<file path="src/rtl/mmd_pkg.sv">
package mmd_pkg;

  localparam int unsigned DW         = 16;
  localparam int unsigned NUM_SPACES = 3;

  typedef enum logic [1:0] {
    FN_ADDR   = 2'b00,
    FN_DATA   = 2'b01,
    FN_INC_RW = 2'b10,
    FN_INC_W  = 2'b11
  } fn_e;

  localparam logic [4:0] RA_CTRL = 5'h0D;
  localparam logic [4:0] RA_DATA = 5'h0E;

  function automatic logic [4:0] space_dev(input int idx);
    case (idx)
      0:       return 5'h1F;
      1:       return 5'h01;
      default: return 5'h03;
    endcase
  endfunction

  function automatic logic [DW-1:0] space_lo(input int idx);
    case (idx)
      0:       return 16'h0000;
      1:       return 16'h1000;
      default: return 16'h3000;
    endcase
  endfunction

  function automatic logic [DW-1:0] space_hi(input int idx);
    case (idx)
      0:       return 16'h0DF0;
      1:       return 16'h1836;
      default: return 16'h3001;
    endcase
  endfunction

endpackage

</file>
<file path="src/rtl/mmd_ctrl.sv">
module mmd_ctrl
  import mmd_pkg::*;
(
  input  logic          clk,
  input  logic          rst_n,
  input  logic          wr_ctrl,
  input  logic [DW-1:0] wdata,
  input  logic          err_set,
  output fn_e           fn,
  output logic [4:0]    dev,
  output logic          err
);

  fn_e        fn_q, fn_d;
  logic [4:0] dev_q, dev_d;
  logic       err_q, err_d;

  always_comb begin
    fn_d  = fn_q;
    dev_d = dev_q;
    if (wr_ctrl) begin
      fn_d  = fn_e'(wdata[15:14]);
      dev_d = wdata[4:0];
    end
    err_d = err_q | err_set;
  end

  always_ff @(posedge clk or negedge rst_n) begin
    if (!rst_n) begin
      fn_q  <= FN_ADDR;
      dev_q <= '0;
      err_q <= 1'b0;
    end else begin
      fn_q  <= fn_d;
      dev_q <= dev_d;
      err_q <= err_d;
    end
  end

  assign fn  = fn_q;
  assign dev = dev_q;
  assign err = err_q;

  a_r10_err_sticky: assert property (@(posedge clk) disable iff (!rst_n)
    err_q |=> err_q);

  a_r2_ctrl_hold: assert property (@(posedge clk) disable iff (!rst_n)
    !wr_ctrl |=> (fn_q == $past(fn_q)) && (dev_q == $past(dev_q)));

endmodule

</file>
<file path="src/rtl/mmd_space.sv">
module mmd_space
  import mmd_pkg::*;
#(
  parameter logic [DW-1:0] WIN_LO = 16'h0000,
  parameter logic [DW-1:0] WIN_HI = 16'h0001,
  parameter int unsigned   DEPTH  = 2
) (
  input  logic          clk,
  input  logic          rst_n,
  input  logic          ld_ptr,
  input  logic [DW-1:0] ptr_in,
  input  logic          wr_acc,
  input  logic          inc,
  input  logic [DW-1:0] wdata,
  output logic [DW-1:0] ptr,
  output logic [DW-1:0] rdata,
  output logic          in_win
);

  localparam int unsigned   IW   = (DEPTH < 2) ? 1 : $clog2(DEPTH);
  localparam logic [DW-1:0] SPAN = WIN_HI - WIN_LO;

  logic [DW-1:0] ptr_q, ptr_d;
  logic [DW-1:0] mem_q [DEPTH];
  logic [DW-1:0] mem_d [DEPTH];
  logic [IW-1:0] slot;
  logic [DW-1:0] offset;

  assign slot   = ptr_q[IW-1:0];
  assign offset = ptr_q - WIN_LO;
  assign in_win = (offset <= SPAN);

  always_comb begin
    ptr_d = ptr_q;
    if (ld_ptr)   ptr_d = ptr_in;
    else if (inc) ptr_d = ptr_q + 1'b1;
  end

  always_comb begin
    for (int k = 0; k < DEPTH; k++) mem_d[k] = mem_q[k];
    if (wr_acc) mem_d[slot] = wdata;
  end

  always_ff @(posedge clk or negedge rst_n) begin
    if (!rst_n) begin
      ptr_q <= '0;
      for (int k = 0; k < DEPTH; k++) mem_q[k] <= '0;
    end else begin
      ptr_q <= ptr_d;
      for (int k = 0; k < DEPTH; k++) mem_q[k] <= mem_d[k];
    end
  end

  assign ptr   = ptr_q;
  assign rdata = mem_q[slot];

  a_r3_ptr_load: assert property (@(posedge clk) disable iff (!rst_n)
    ld_ptr |=> ptr_q == $past(ptr_in));

  a_r5_ptr_step: assert property (@(posedge clk) disable iff (!rst_n)
    (inc && !ld_ptr) |=> ptr_q == $past(ptr_q) + 16'd1);

  a_r4_ptr_hold: assert property (@(posedge clk) disable iff (!rst_n)
    (!inc && !ld_ptr) |=> ptr_q == $past(ptr_q));

  a_r9_write_in_window: assert property (@(posedge clk) disable iff (!rst_n)
    wr_acc |-> in_win);

endmodule

</file>
<file path="src/rtl/mmd_bridge.sv">
module mmd_bridge
  import mmd_pkg::*;
#(
  parameter int unsigned DEPTH_VS = 16,
  parameter int unsigned DEPTH_M1 = 16,
  parameter int unsigned DEPTH_M3 = 2
) (
  input  logic          clk,
  input  logic          rst_n,
  input  logic          wr_en,
  input  logic          rd_en,
  input  logic [4:0]    reg_addr,
  input  logic [15:0]   wr_data,
  output logic [15:0]   rd_data,
  output logic          rd_valid,
  output logic          err_flag
);

  // reset: asynchronous assert, synchronous release
  logic [1:0] rst_sync_q;
  logic       rst_n_s;

  always_ff @(posedge clk or negedge rst_n) begin
    if (!rst_n) rst_sync_q <= 2'b00;
    else        rst_sync_q <= {rst_sync_q[0], 1'b1};
  end
  assign rst_n_s = rst_sync_q[1];

  // access decode
  fn_e        fn;
  logic [4:0] dev;
  logic       err_q;
  logic       rd_acc, acc_wr, acc_rd, data_mode, wr_ctrl;
  logic       any_sel, win_sel, err_set;
  logic [NUM_SPACES-1:0] sel, sp_win, ld_ptr, wr_acc, inc;
  logic [DW-1:0] sp_ptr   [NUM_SPACES];
  logic [DW-1:0] sp_rdata [NUM_SPACES];
  logic [DW-1:0] sel_ptr, sel_rdata;

  assign rd_acc    = rd_en && !wr_en;
  assign acc_wr    = wr_en && (reg_addr == RA_DATA);
  assign acc_rd    = rd_acc && (reg_addr == RA_DATA);
  assign wr_ctrl   = wr_en && (reg_addr == RA_CTRL);
  assign data_mode = (fn != FN_ADDR);

  mmd_ctrl u_ctrl (
    .clk     (clk),
    .rst_n   (rst_n_s),
    .wr_ctrl (wr_ctrl),
    .wdata   (wr_data),
    .err_set (err_set),
    .fn      (fn),
    .dev     (dev),
    .err     (err_q)
  );

  for (genvar g = 0; g < NUM_SPACES; g++) begin : g_space
    localparam int unsigned DEP = (g == 0) ? DEPTH_VS : (g == 1) ? DEPTH_M1 : DEPTH_M3;

    assign sel[g]    = (dev == space_dev(g));
    assign ld_ptr[g] = acc_wr && !data_mode && sel[g];
    assign wr_acc[g] = acc_wr && data_mode && sel[g] && sp_win[g];
    assign inc[g]    = sel[g] &&
                       ((acc_wr && (fn == FN_INC_RW || fn == FN_INC_W)) ||
                        (acc_rd && (fn == FN_INC_RW)));

    mmd_space #(
      .WIN_LO (space_lo(g)),
      .WIN_HI (space_hi(g)),
      .DEPTH  (DEP)
    ) u_space (
      .clk    (clk),
      .rst_n  (rst_n_s),
      .ld_ptr (ld_ptr[g]),
      .ptr_in (wr_data),
      .wr_acc (wr_acc[g]),
      .inc    (inc[g]),
      .wdata  (wr_data),
      .ptr    (sp_ptr[g]),
      .rdata  (sp_rdata[g]),
      .in_win (sp_win[g])
    );
  end

  always_comb begin
    sel_ptr   = '0;
    sel_rdata = '0;
    for (int k = 0; k < NUM_SPACES; k++) begin
      if (sel[k]) begin
        sel_ptr   = sel_ptr   | sp_ptr[k];
        sel_rdata = sel_rdata | sp_rdata[k];
      end
    end
  end

  assign any_sel = |sel;
  assign win_sel = |(sel & sp_win);
  assign err_set = (acc_wr || acc_rd) && (!any_sel || (data_mode && !win_sel));

  // read path
  logic [DW-1:0] rd_mux, rd_data_q, rd_data_d;
  logic          rd_valid_q, rd_valid_d;

  always_comb begin
    case (reg_addr)
      RA_CTRL: rd_mux = {fn, err_q, 8'h00, dev};
      RA_DATA: begin
        if (data_mode) rd_mux = win_sel ? sel_rdata : '0;
        else           rd_mux = any_sel ? sel_ptr : '0;
      end
      default: rd_mux = '0;
    endcase
  end

  always_comb begin
    rd_data_d  = rd_data_q;
    if (rd_acc) rd_data_d = rd_mux;
    rd_valid_d = rd_acc;
  end

  always_ff @(posedge clk or negedge rst_n_s) begin
    if (!rst_n_s) begin
      rd_data_q  <= '0;
      rd_valid_q <= 1'b0;
    end else begin
      rd_data_q  <= rd_data_d;
      rd_valid_q <= rd_valid_d;
    end
  end

  assign rd_data  = rd_data_q;
  assign rd_valid = rd_valid_q;
  assign err_flag = err_q;

  a_r11_valid_follows_read: assert property (@(posedge clk) disable iff (!rst_n_s)
    rd_acc |=> rd_valid);

  a_r11_no_spurious_valid: assert property (@(posedge clk) disable iff (!rst_n_s)
    !rd_acc |=> !rd_valid);

  a_r8_unknown_dev_reads_zero: assert property (@(posedge clk) disable iff (!rst_n_s)
    (acc_rd && !any_sel) |=> (rd_data == 16'h0000));

  a_r8_unknown_dev_flags: assert property (@(posedge clk) disable iff (!rst_n_s)
    ((acc_wr || acc_rd) && !any_sel) |=> err_flag);

  a_r12_other_reads_zero: assert property (@(posedge clk) disable iff (!rst_n_s)
    (rd_acc && reg_addr != RA_CTRL && reg_addr != RA_DATA) |=> (rd_data == 16'h0000));

  a_r7_one_space_selected: assert property (@(posedge clk) disable iff (!rst_n_s)
    $onehot0(sel));

endmodule

</file>
<file path="config.mk">
export PLATFORM = sky130hd
export DESIGN_NAME = mmd_bridge
export DESIGN_NICKNAME = d
export VERILOG_FILES = /design/src/rtl/mmd_pkg.sv /design/src/rtl/mmd_ctrl.sv /design/src/rtl/mmd_space.sv /design/src/rtl/mmd_bridge.sv
export SDC_FILE = /design/constraint.sdc
export NUM_CORES = 1
export LEC_CHECK = 0
export BUFFER_PORTS_ARGS = -buffer_cell sky130_fd_sc_hd__clkbuf_2
export CORE_ASPECT_RATIO = 1.4
export CORE_MARGIN = 2
export CORE_UTILIZATION = 45
export CTS_BUF_LIST = sky130_fd_sc_hd__clkbuf_2 sky130_fd_sc_hd__clkbuf_4 sky130_fd_sc_hd__clkbuf_8
export CTS_CLUSTER_DIAMETER = 200
export DETAILED_ROUTE_END_ITERATION = 6
export MAX_ROUTING_LAYER = met4
export PLACE_DENSITY = 0.62
export SLEW_MARGIN = 20
export SYNTH_ARGS = -nofsm -noshare
export SYNTH_HDL_FRONTEND = slang
export SYNTH_HIERARCHICAL = 1
export SYNTH_SLANG_ARGS = --single-unit
</file>
<file path="constraint.sdc">
create_clock -name clk -period 20.1 [get_ports clk]
set_clock_uncertainty 0.1 [all_clocks]
set_input_delay 1.005 -clock clk [delete_from_list [all_inputs] [get_ports clk]]
set_output_delay 1.005 -clock clk [all_outputs]
set_load 0.01 [all_outputs]
</file>
==> summary.md, run 1 <==
| Metric | Value |
|---|---|
| HPWL after DPL | 47330 um |
| Clock root buffer | clkbuf_8 |
| Setup Crit Path Kind | flop to flop |
| Share of cells above drive strength 1 | 44.90% |
| Crit. End Element | flop |
| Area delta synth->final | 8.693% |
| Internal power component | 1.898 mW |
| Yosys top cell area share | between 50% and 60% |
| DRC violations left | 0 |
| Routed WL | 78160 um |
| Synth Flop Type | dfrtp_1 |
| Via count | approximately 18000 |
| Clk pwr share | 44.7% |
| Max clock buf depth | 3 |
| PortBufs | 42 |
| # fillers | 5661 |
| Combinational fraction of design power | 4.3% |
| R2R Setup Slk | 15380 ps |
| Maximum vdd drop | 0.04995 mV |
| Max Cap Viol | 0 |
| Period utilization | 23.48% |
| Max Clk Rate | 211.9 MHz |
| Setup TNS | 0 ps |
| First-pass GRT wire length | 119200 um |
| Vias in the first global route | 18967 |
| Switching part of the total | 24.07% |
| Crit. Startpoint | g_space[1].u_space/ptr[0] |
| Max Transition Viols Final | 0 |
| Die Wd | approximately 220 um |
| Wire length on met3 | 2676 um |
| Setup Viol. Count Final | 0 |
| Clk_lat worst skew | approximately 740 ps |
| GRT Total Usage | 23.77% |
| DR top layer | met4 |
| Syn Area/Cell | between 10 and 15 sq um |
| Clock Sinks | 619 |
| Final worst path period need | between 4000 and 5000 ps |
| Finished Layout Cells | ~3000 |
| Drt wl/cell | 26.30 um |
| Worst hold path class | flop to flop |
| Syn_nets | 2072 |
| Overflow after GRT | 0 |
| Via-to-Cell Ratio | around 6.0 |
| Reg2reg end | g_space[1].u_space/mem_q[213] |
| Startpoint Class | flop |
| Dpl cells | 2796 |
| Total CTS buffers | 100 |
| Synth area leader | dfrtp_1 |
| FFs w/ async S/R, synth | 100.0% |
| R2r worst-path depth | 10 |
| RSZ-0062 raised after global routing | no |
| Initial antenna violation count | 2 |
| H-tree depth | 3 |
| DRT Pass-1 Iters | 6 |
| Worst reg2reg path startpoint | g_space[1].u_space/ptr[0] |
| Fin area | 0.03279 sq mm |
| EDFF count, synth | 0 |
| NetSw | 0.6014 mW |
| DP Worst Slack | around 15000 ps |
| Die height | 310.4 um |
| Row count | 112 |
| Largest net degree at the start of global routing | between 150 and 200 |
| FF+latch count, synth | ~620 |
| Core Region | between 0.06 and 0.07 sq mm |
| Die ar. | 0.06916 sq mm |
| Gate Count Post-Synth | around 2000 |
| Postcts setup bufs | 0 |
| Static Leak | 15.65 nW |
| Rel. slew slack | a little under a quarter |
| Final hold vios | 0 |
| Area contributors post-synth | dfrtp_1 51%, mux2_2 15%, mux4_2 9.6%, mux2_4 5.8%, mux2_1 1.9% |
| Worst Max-Slew Pin Slew | 1152 ps |
| Post-Syn Area | 0.03017 sq mm |
| Metal-1 WL | between 30000 and 40000 um |
| Gp weighted congestion | 0.8755 |
| Most frequent cells in the layout | 613 x dfrtp_1, 403 x mux2_2, 128 x mux4_2 |
| Commonest non-fill, non-tap cell in the layout | dfrtp_1 |
| Crit path to | g_space[1].u_space/mem_q[213] |
| Final ANT Viol Nets | 0 |
| Clk pin slew, worst setup/hold paths | 60 ps |
| Crit Path Max Fanout | 26 |
| Worst Path Arrival | 5230 ps |
| Met2 wire len | 38930 um |
| Final Net Count | 2082 |
| Sequential-to-total area share from yosys stat | 51.34% |
| Power Density | ~76 mW/mm^2 |
| Sequential Power Share | 51.0% |
| Synth unique cells | between 70 and 80 |
| Post-DP Area | 0.03067 sq mm |
| Ports | between 40 and 50 |
| Post-CTS Resized | 0 |
| Outcome | complete, no violations |
| CTS tree | built |
| DRT iter0 DRCs | 1246 |
| Synth Warn # | 6 |
| Final setup margin | about 15000 ps |
| Initial Util | roughly 45% |
| Worst path required time | approximately 20000 ps |
## routing by layer
layer	global-route usage, %	up-vias
li1	-	7602
met3	2.918	204
met1	28.89	9499
met2	38.95	422
met4	12.95	0
met5	-	-
## sequential cells by signal, indices dropped and copies added, names as in the netlist
signal / flops
g_space.u_space/mem_q: 544
g_space.u_space/ptr: 48
rd_data: 16
rd_valid: 1
rst_sync_q: 2
u_ctrl/dev: 5
u_ctrl/err: 1
u_ctrl/fn: 2
## power by group through the flow
stage	Clock (mW)	Combinational [mW]	Sequential [mW]
after detailed placement	0	0.106	1.30
after global placement	0	0.104	1.30
after CTS	1.15	0.107	1.27
after floorplan	0	0.0608	1.30
after global routing	1.20	0.116	1.28
final	1.12	0.107	1.27
## worst min path at each step
stage	startpoint	to	slack (ps)	cells past startpoint
floorplan	rst_sync_q[0]	rst_sync_q[1]	230	0
finish	rst_sync_q[0]	rst_sync_q[1]	250	0
global route	rst_sync_q[0]	rst_sync_q[1]	250	0
global placement	rst_sync_q[0]	rst_sync_q[1]	230	0
CTS	rst_sync_q[0]	rst_sync_q[1]	250	0
detailed placement	rst_sync_q[0]	rst_sync_q[1]	240	0
## repair_timing
item / CTS / global route
hold endpoints to repair: 2 / 0
hold buffers: 1 / 0
endpoints found under the setup margin: 0 / 0
## synth_stat cells, types with 3 or more instances
library cell	count
mux2_2	403
nand2b_1	3
nor4_2	5
and4_1	3
nand3_2	8
mux2_4	117
nand3_1	20
buf_6	29
nand4_1	17
nand3_4	14
o21ai_1	8
mux2_1	51
and2_1	11
and3_1	9
a22oi_1	65
nand3b_4	3
buf_1	3
inv_1	25
a222oi_1	8
nor3b_4	4
buf_4	19
xor2_1	17
a32oi_1	7
mux4_2	128
dfrtp_1	619
nor3_1	14
ha_1	11
clkbuf_1	63
nor2_1	29
a21oi_1	15
o221ai_1	7
nor2b_1	7
o21ai_0	39
xnor2_1	24
mux2i_1	29
nor4_1	11
a31oi_1	10
o32ai_1	10
nand2_1	89
buf_2	38
o21ai_2	3
## cell families (layout without fill, tap and decap cells)
kind of cell | count (synthesis) | count (layout) | synth area share (%)
mux | 728 | 728 | 33.29
flops | 619 | 619 | 51.34
simple gates | 272 | 272 | 5.943
compound gates | 182 | 182 | 4.239
buf+inv | 182 | 262 | 3.529
xor+xnor | 41 | 41 | 1.190
fa+ha+maj | 11 | 11 | 0.4562
other cells | 1 | 2 | 0.01243
## critical path: stages, from the launching register on
cell,delay (ps)
dfrtp_4,690
inv_1,170
ha_1,310
inv_1,130
a31oi_1,350
o211ai_1,120
a21oi_1,280
and3_1,850
nor2b_4,350
nor3b_4,810
mux2_2,420
## layout make-up
class / instances / area (sq um) / area share, %
Antenna cell: 1 / 2.502 / 0.007631
Clock buffer: 157 / 1923 / 5.865
Clock inverter: 15 / 121.4 / 0.3701
Inverter: 26 / 97.59 / 0.2976
Multi-Input combinational cell: 1235 / 13640 / 41.59
Sequential cell: 619 / 15510 / 47.29
Tap cell: 855 / 1070 / 3.262
Timing Repair Buffer: 64 / 430.4 / 1.313
## metrics by stage
stage | hold WS [ps] | util (%) | power (mW)
floorplan | 231.2 | - | 1.360
global placement | 232.7 | 46.08 | 1.400
detailed placement | 239.5 | 46.08 | 1.403
CTS | 254.8 | 49.17 | 2.533
global route | 254.5 | 49.26 | 2.596
finish | 251.8 | 49.26 | 2.499
No activity file was read; power rests on OpenSTA's default activity.
==> inputs of run 2 (changes only) <==
Clock period 20.1 ns to 3.99 ns, I/O delays scaled along.
==> summary.md, run 2 (synthesis results as in run 1) <==
| Metric | Value |
|---|---|
| Clock Sinks | 619 (unchanged) |
| Final setup margin | 391.3 ps (-14990 ps) |
| CP max-delay cell | and3_1 |
| Post-DP Area | 0.03097 sq mm (+0.98%) |
| Worst reg2reg path startpoint | g_space[1].u_space/ptr[0] |
| Total CTS buffers | 97 (-3.0%) |
| Die Wd | 222.8 um (unchanged) |
| Crit. End Element | flop |
| Setup Viol. Count Final | 0 (unchanged) |
| Via count | 17983 (+1.4%) |
| Drt wl/cell | 26.31 um (about the same) |
| Worst Max-Slew Pin Slew | 1142 ps (-9.653 ps) |
| Top cell by count, worst path | inv_1 |
| Die ar. | 0.06916 sq mm (unchanged) |
| Startpoint Class | flop |
| DRT iter0 DRCs | 1253 (+0.56%) |
| Power Density | 381.6 mW/mm^2 (+400%) |
| Area delta synth->final | 9.688% |
| Final Net Count | 2112 (+1.4%) |
| Hold Path Stages | 4 (+4) |
| # hold bufs at CTS | 4 (+3) |
| Initial antenna violation count | 1 (-1) |
| FF/Latch Area | 0.01551 sq mm (unchanged) |
| Rel. slew slack | 23.88% (+0.73 points) |
| Maximum vdd drop | 0.2484 mV (+400%) |
| Setup Crit Path Kind | flop to flop |
| CTS tree | built |
| DRT Pass-1 Iters | 5 (-1) |
| Max Cap Viol | 0 (unchanged) |
| Final ANT Viol Nets | 0 (unchanged) |
| Ports | 43 (unchanged) |
| Most frequent cells in the layout | 613 x dfrtp_1, 403 x mux2_2, 128 x mux4_2 |
| R2r worst-path depth | 10 (unchanged) |
| Postcts setup bufs | 0 (unchanged) |
| Routed WL | 79030 um (+1.1%) |
| RSZ-0062 raised after global routing | no |
| Worst Path Arrival | 4100 ps (-1130 ps) |
| Crit-path cells | inv_1 -> ha_1 -> inv_1 -> a31oi_1 -> o211ai_1 -> a21oi_1 -> and3_1 -> nor2b_4 -> nand3_2 -> mux2_2 |
| Area of the multi-input gates | 0.01363 sq mm (about the same) |
| PnR Total Power | 12.63 mW (+410%) |
| Vias in the first global route | 19377 (+2.2%) |
| Post-CTS Resized | 0 (unchanged) |
| PortBufs | 42 (unchanged) |
| R2R Setup Slk | 390 ps (-14990 ps) |
| Max Transition Viols Final | 0 (unchanged) |
| DP Worst Slack | 429.5 ps (-14790 ps) |
| H-tree depth | 3 (unchanged) |
| Gp weighted congestion | 0.9164 (+4.7%) |
| Row count | 112 (unchanged) |
| Clk pin slew, worst setup/hold paths | 70 ps (about the same) |
| First-pass GRT wire length | 121500 um (+1.9%) |
| Initial Util | 45.32% (unchanged) |
| GRT Total Usage | 24.13% (+0.36 points) |
| Max clock buf depth | 3 (unchanged) |
| Worst hold path class | primary input to flop |
| Die height | 310.4 um (unchanged) |
| Worst Hold Launch | reg_addr[0] |
| Overflow after GRT | 0 (unchanged) |
| Crit Path Max Fanout | 16 (-38%) |
| Clock root buffer | clkbuf_8 |
| Post-layout util | 49.71% (+0.45 points) |
| Max reg flops | 544 (unchanged) |
| Outcome | complete, no violations |
| Slowest cell delay on critical path | 510 ps (-340 ps) |
| Final worst path period need | 3599 ps (-1120 ps) |
| Via-to-Cell Ratio | 5.986 (+0.36%) |
| Largest net degree at the start of global routing | 96 (-50%) |
| Core Region | 0.06656 sq mm (unchanged) |
| DRC violations left | 0 (unchanged) |
| Commonest non-fill, non-tap cell in the layout | dfrtp_1 |
| Worst path required time | 4490 ps (-16120 ps) |
| Worst Hold End | rd_data[14] |
| Share of cells above drive strength 1 | 45.44% (+0.54 points) |
| Fin area | 0.03309 sq mm (+0.92%) |
| Max Clk Rate | 277.9 MHz (+31%) |
| Reg2reg end | g_space[1].u_space/mem_q[64] |
| HPWL after DPL | 48240 um (+1.9%) |
| Clk_lat worst skew | 750 ps (about the same) |
| Final hold vios | 0 (unchanged) |
| Static Leak | 15.82 nW (+1.1%) |
| # fillers | 5663 (+0.035%) |
| Largest reg by FF count | g_space.u_space/mem_q |
| Period utilization | 90.19% (+67 points) |
run 2: cell count changes in the layout (fill, tap and decap cells not counted), sizes merged:
cell,delta
clkinv,-6
clkinvlp,+1
dlygate4sd3,+3
buf,+29
inv,+5
run 2: report_power, final:
group / internal [mW] / switching [mW] / total (mW) / leakage [nW]
Sequential: 6.31 / 0.0640 / 6.37 / 8.61
Combinational: 0.160 / 0.445 / 0.604 / 6.12
Clock: 3.10 / 2.55 / 5.65 / 1.09
run 2: area by class of cell:
cell class	count	area share [%]
Clock buffer	156	5.770
Antenna cell	1	0.007562
Tap cell	855	3.233
Sequential cell	619	46.86
Inverter	26	0.2949
Timing Repair Buffer	97	2.238
Clock inverter	15	0.4159
Multi-Input combinational cell	1235	41.18
run 2: worst max-delay path, delay by kind of cell, from the launching register on:
kind / cells / cell delay, ps
AOI/OAI and AO/OA: 3 / 550
adders and majority gates: 1 / 310
buffers and inverters: 2 / 220
DFF: 1 / 490
muxes: 1 / 490
and+or+nand+nor: 3 / 1310
run 2: layer usage:
metal / global-route usage [%] / wire length [um]
met4: 10.50 / 3083
met3: 3.088 / 2607
met5: - / 0
met2: 40.42 / 40540
met1: 29.57 / 32800
run 2: how the worst max path moves through the flow:
stage / start / end / slack [ps]
after floorplan: rst_sync_q[1] / g_space[0].u_space/mem_q[0] / -2110
after global placement: g_space[1].u_space/ptr[0] / g_space[1].u_space/mem_q[83] / 540
after detailed placement: g_space[1].u_space/ptr[0] / g_space[1].u_space/mem_q[64] / 430
after CTS: g_space[1].u_space/ptr[0] / g_space[1].u_space/mem_q[92] / 410
after global routing: g_space[1].u_space/ptr[0] / g_space[1].u_space/mem_q[77] / 90
final: g_space[1].u_space/ptr[0] / g_space[1].u_space/mem_q[64] / 390
run 2: stage by stage:
stage	instances	setup TNS, ps	hold WS [ps]
final	3004	0	62.98
after global routing	3004	0	41.12
after CTS	3002	0	16.35
after detailed placement	2827	0	-113.2
after global placement	2827	0	-113.8
after floorplan	2036	-1300910	-196.1
